`config.mk`:
```
export PLATFORM = sky130hd
export DESIGN_NAME = drift_trim
export DESIGN_NICKNAME = d
export VERILOG_FILES = /design/src/rtl/drift_trim.sv
export SDC_FILE = /design/constraint.sdc
export NUM_CORES = 1
export LEC_CHECK = 0
export ABC_AREA = 1
export BUFFER_PORTS_ARGS = -buffer_cell sky130_fd_sc_hd__buf_2
export CAP_MARGIN = 20
export CORE_ASPECT_RATIO = 1.75
export CORE_MARGIN = 5
export CORE_UTILIZATION = 43
export CTS_BUF_LIST = sky130_fd_sc_hd__clkbuf_2 sky130_fd_sc_hd__clkbuf_4 sky130_fd_sc_hd__clkbuf_8
export CTS_CLUSTER_DIAMETER = 30
export CTS_CLUSTER_SIZE = 10
export DETAILED_ROUTE_END_ITERATION = 8
export PLACE_DENSITY_LB_ADDON = 0.05
export SETUP_SLACK_MARGIN = 0.15
export SYNTH_ARGS = -nofsm -noshare
export SYNTH_HDL_FRONTEND = slang
export SYNTH_SLANG_ARGS = --single-unit
```
`constraint.sdc`:
```
create_clock -name clk -period 5.15 [get_ports clk]
set_input_delay 0.2575 -clock clk [delete_from_list [all_inputs] [get_ports clk]]
set_output_delay 0.2575 -clock clk [all_outputs]
set_load 0.01 [all_outputs]
```
`src/rtl/drift_trim.sv`:
```
module drift_trim #(
  parameter int ADDR_W     = 6,
  parameter int DRIFT_IDX  = 'h10,
  parameter int STATUS_IDX = 'h08,
  parameter int ENA_BIT    = 12,
  parameter int NOM_NS     = 8,
  parameter int ACC_W      = 30,
  parameter int NS_W       = 30,
  parameter int WRAP_NS    = 1000000000
) (
  input  logic              clk,
  input  logic              rst_n,
  input  logic              reg_we,
  input  logic [ADDR_W-1:0] reg_idx,
  input  logic [15:0]       reg_wdata,
  output logic [3:0]        inc_ns,
  output logic [NS_W-1:0]   ns_count
);
  localparam logic [31:0]      LIM32   = 32'd1 << (ACC_W-1);
  localparam logic [ACC_W-1:0] ADD_MAX = ACC_W'(LIM32);
  localparam logic [NS_W:0]    WRAP    = (NS_W+1)'(WRAP_NS);
  localparam logic [3:0]       NOM     = 4'(NOM_NS);

  logic [2:0]       word_q;
  logic             sign_stg;
  logic [15:0]      hi_stg;
  logic             neg_q, ena_q;
  logic [ACC_W-1:0] add_q, acc_q;
  logic [NS_W-1:0]  cnt_q;

  wire drift_we  = reg_we && (reg_idx == ADDR_W'(DRIFT_IDX));
  wire status_we = reg_we && (reg_idx == ADDR_W'(STATUS_IDX));
  wire [31:0] raw = {hi_stg, reg_wdata};
  wire [ACC_W-1:0] add_new = (raw >= LIM32) ? ADD_MAX : raw[ACC_W-1:0];

  wire [ACC_W:0] acc_sum = {1'b0, acc_q} + {1'b0, add_q};
  wire carry = ena_q & acc_sum[ACC_W];

  assign inc_ns = !carry ? NOM : (neg_q ? NOM - 4'd1 : NOM + 4'd1);

  wire [NS_W:0] cnt_sum = {1'b0, cnt_q} + (NS_W+1)'(inc_ns);
  wire [NS_W:0] cnt_nxt = (cnt_sum >= WRAP) ? cnt_sum - WRAP : cnt_sum;
  assign ns_count = cnt_q;

  always_ff @(posedge clk or negedge rst_n) begin
    if (!rst_n) begin
      word_q   <= '0;
      sign_stg <= 1'b0;
      hi_stg   <= '0;
      neg_q    <= 1'b0;
      ena_q    <= 1'b0;
      add_q    <= '0;
      acc_q    <= '0;
      cnt_q    <= '0;
    end else begin
      cnt_q <= cnt_nxt[NS_W-1:0];
      if (ena_q) acc_q <= acc_sum[ACC_W-1:0];
      if (status_we) ena_q <= reg_wdata[ENA_BIT];
      if (drift_we) begin
        word_q <= (word_q == 3'd4) ? 3'd0 : word_q + 3'd1;
        case (word_q)
          3'd0: sign_stg <= reg_wdata[15];
          3'd3: hi_stg   <= reg_wdata;
          3'd4: begin
            add_q <= add_new;
            neg_q <= sign_stg;
          end
          default: ;
        endcase
      end
    end
  end

  AST_NO_BACK2BACK: assert property (@(posedge clk) disable iff (!rst_n)
    (inc_ns != NOM) |=> (inc_ns == NOM));
  AST_ADD_CLAMPED: assert property (@(posedge clk) disable iff (!rst_n)
    add_q <= ADD_MAX);
  AST_CFG_HOLD: assert property (@(posedge clk) disable iff (!rst_n)
    !reg_we |=> ($stable(add_q) && $stable(neg_q)));
  AST_RESIDUE_FROZEN: assert property (@(posedge clk) disable iff (!rst_n)
    !ena_q |=> $stable(acc_q));
  AST_CNT_RANGE: assert property (@(posedge clk) disable iff (!rst_n)
    {1'b0, ns_count} < WRAP);
  AST_CNT_STEP: assert property (@(posedge clk) disable iff (!rst_n)
    $past(rst_n) |-> int'(ns_count) == (int'($past(ns_count)) + int'($past(inc_ns))) % WRAP_NS);
endmodule

```
==> summary.md <==
| Metric | Value |
|---|---|
| Die ar. | 21200 sq um |
| Synthesized area | 7850 sq um |
| Slowest stage delay, CP | 0.43 ns |
| Top FF cell, synth | dfrtp_1 |
| Cell taking the most area after synthesis | dfrtp_1 |
| TritonCTS buffer count | 9 |
| Vias | between 7000 and 8000 |
| Max VDD drop | approximately 0.00015 V |
| Clk slew on worst S/H paths | approximately 0.12 ns |
| N_diodes | 0 |
| Static Leak | 4.56 nW |
| Skew final | ~0.018 ns |
| Yosys Warn Count | 0 |
| Relative slew slack | 38.4% |
| DRC Markers | 0 |
| Seq/Total Area, Yosys | 35.7% |
| Die height | 189 microns |
| Kind of critical path | reg -> reg |
| Critical path launch point type | flip-flop |
| Setup_tns | 0 ns |
| DR vias/cell | 5.36 |
| Post-synth cell types | 43 |
| Top cells by area, synth | dfrtp_1, nand2_1, o21ai_0 |
| Detailed placement HPWL | between 20000 and 25000 microns |
| Tightest Pin Transition | 0.922 ns |
| CP max stage cell | dfrtp_1 |
| Largest net degree at the start of global routing | 67 |
| Final ANT Viol Nets | 0 |
| Max H-tree Level | 3 |
| Final period util | 90.9% |
| First-pass GRT wire length | 41300 microns |
| Routed WL per cell | 18.7 microns |
| Hold WS | 0.103 ns |
| Post-placement cell area | roughly 8500 sq um |
| Setup crit end kind | flip-flop |
| Number of port buffers | 58 |
| Vias in the first global route | roughly 7700 |
| RR Startpoint | add_q[13]$_DFFE_PN0P_ |
| Final WL | 27000 microns |
| Mean cell area of the mapped netlist | 7.01 sq um |
| Post-route cell area | ~9000 sq um |
| Number of synthesized flops with an enable pin | 0 |
| Hold Path Cell Cnt | 3 |
| Crit path time final | between 4 and 5 ns |
| Share of post-route cells with drive strength above 1 | 15.0% |
| Ys async rst share | 100% |
| Core ar. | 18000 sq um |
| Crit path DAT | 4.98 ns |
| Initial antenna violation count | 0 |
| R2R setup slack | 0.47 ns |
| RSZ-0062 raised after global routing | no |
| Syn_nets | ~1200 |
| CP Max Fanout | 7 |
| Number of clock sinks | ~110 |
| Hold Fails Final Rpt | 0 |
| Max Root-Sink Buffers | 2 |
| GRT Total Usage | 25.4% |
| Reg2reg path depth | 28 |
| Count leader, synth | nand2_1 |
| Max-slew violation count | 0 |
| Outcome | complete, no violations |
| #FFs+latches synth | around 110 |
| Layout area overhead | 14.2% |
| Fin nets | 1267 |
| Routability congestion estimate | 1.01 |
| Overflow after GRT | 0 |
| CTS tree | built |
| Root Driver | clkbuf_8 |
| HP Class | in -> reg |
| Pwr Density | 364 nW/um^2 |
| Most frequent cells after synthesis | nand2_1, inv_1, dfrtp_1, o21ai_0, nor2_1 |
| Worst Path Required | 5.45 ns |
| Fmax | 214 MHz |
| Worst hold start | reg_wdata[1] |
| Fill cells | about 1900 |
| Pre-antenna DRT Iters | 5 |
| Reg2reg end | ns_count[26]$_DFF_PN0_ |
| DRT iter0 DRCs | 324 |
| Num rows | 65 |
| Initial Utilization | 43.7% |
| Cell mode on critical path | nand2_1 |
| Setup violators final | 0 |
| Hold EP | add_q[1]$_DFFE_PN0P_ |
| Num ports | 59 |
| Die W | 112 microns |
| Synth Instances | ~1100 |
| Clk Latency, worst-skew pair | 0.41 ns |
| Share of the synthesized area in the top cell type | 35.7% |
| Max Cap Violations | 0 |
==> layout make-up <==
| cell class | instances | area (sq um) | area share, % |
|---|---|---|---|
| Inverter | 141 | 529 | 5.90 |
| Timing Repair Buffer | 93 | 582 | 6.48 |
| Clock buffer | 10 | 131 | 1.46 |
| Multi-Input combinational cell | 845 | 4580 | 51.0 |
| Tap cell | 234 | 293 | 3.26 |
| Sequential cell | 112 | 2800 | 31.2 |
| Clock inverter | 6 | 55.1 | 0.614 |
==> routing by layer <==
metal	track usage, %	wire length (microns)	up-vias
li1	-	-	3818
met2	49.7	15300	200
met5	0	0	-
met1	23.4	8720	3610
met4	19.3	2260	0
met3	2.41	743	93
==> worst max-delay path, delay by kind of cell (launching register included) <==
family	cells	cell delay (ns)
AO/OA/AOI/OAI	2	0.41
adder cells (fa/ha/maj)	3	0.89
buffers and inverters	5	0.74
flip-flops	1	0.43
AND/OR/NAND/NOR	18	2.08
==> sequential cells by signal, indices dropped and copies added, names as in the netlist <==
register  count
ns_count     30
sign_stg      1
acc_q        30
word_q        3
hi_stg       16
neg_q         1
add_q        30
ena_q         1
==> kinds of logic (layout without fill, tap and decap cells) <==
kind of cell,after synthesis,in the layout,share of synthesized area (%)
flip-flops,112,112,35.7
adder cells (fa/ha/maj),40,40,6.56
XOR/XNOR,30,30,3.35
AND/OR/NAND/NOR,604,604,34.2
AO/OA/AOI/OAI,170,170,11.8
buffers and inverters,163,250,8.20
multiplexers,1,1,0.127
==> placed cells by master, fill, tap and decap left out, types with 27 or more instances in the layout <==
cell type | netlist | layout
o21ai_0 | 105 | 103
nand2_1 | 340 | 334
buf_2 | 2 | 57
nand4_1 | 39 | 39
nor2_1 | 83 | 78
nand3_1 | 79 | 78
buf_4 | 2 | 32
a21oi_1 | 32 | 32
dfrtp_1 | 112 | 112
ha_1 | 38 | 27
inv_1 | 137 | 136
==> timing repair <==
| item | CTS | global route |
|---|---|---|
| gates resized for setup | 1 | 37 |
| endpoints found under the setup margin | 17 | 21 |
| pin swaps | 0 | 9 |
| hold buffers | 1 | 0 |
| endpoints found under the hold margin | 46 | 0 |
| setup buffers | 0 | 10 |
==> worst max path at each step <==
stage / from / end / slack [ns] / cells after the start
final: add_q[13]$_DFFE_PN0P_ / ns_count[26]$_DFF_PN0_ / 0.47 / 28
after global routing: add_q[0]$_DFFE_PN0P_ / ns_count[11]$_DFF_PN0_ / 0.10 / 35
after CTS: add_q[0]$_DFFE_PN0P_ / ns_count[18]$_DFF_PN0_ / 0.18 / 39
after detailed placement: add_q[0]$_DFFE_PN0P_ / ns_count[18]$_DFF_PN0_ / 0.14 / 35
after global placement: add_q[0]$_DFFE_PN0P_ / ns_count[18]$_DFF_PN0_ / 0.16 / 35
after floorplan: acc_q[12]$_DFFE_PN0P_ / ns_count[27]$_DFF_PN0_ / 0.61 / 34
==> report_power, final <==
part	total, W	switching [W]	internal, W
registers	0.00119	0.000153	0.00104
logic	0.00154	0.000938	0.000607
clock network	0.000525	0.000336	0.000189
==> through the flow <==
| stage | worst slack, ns | power, W | std cells | utilization (%) |
|---|---|---|---|---|
| after detailed placement | 0.138 | 0.00266 | 1414 | 47.4 |
| after CTS | 0.176 | 0.00320 | 1431 | 48.5 |
| after floorplan | 0.612 | 0.00217 | 1120 | - |
| final | 0.468 | 0.00326 | 1441 | 49.9 |
| after global routing | 0.105 | 0.00355 | 1441 | 49.9 |
| after global placement | 0.162 | 0.00266 | 1414 | 47.4 |
Power figures use the tool's default switching activity.
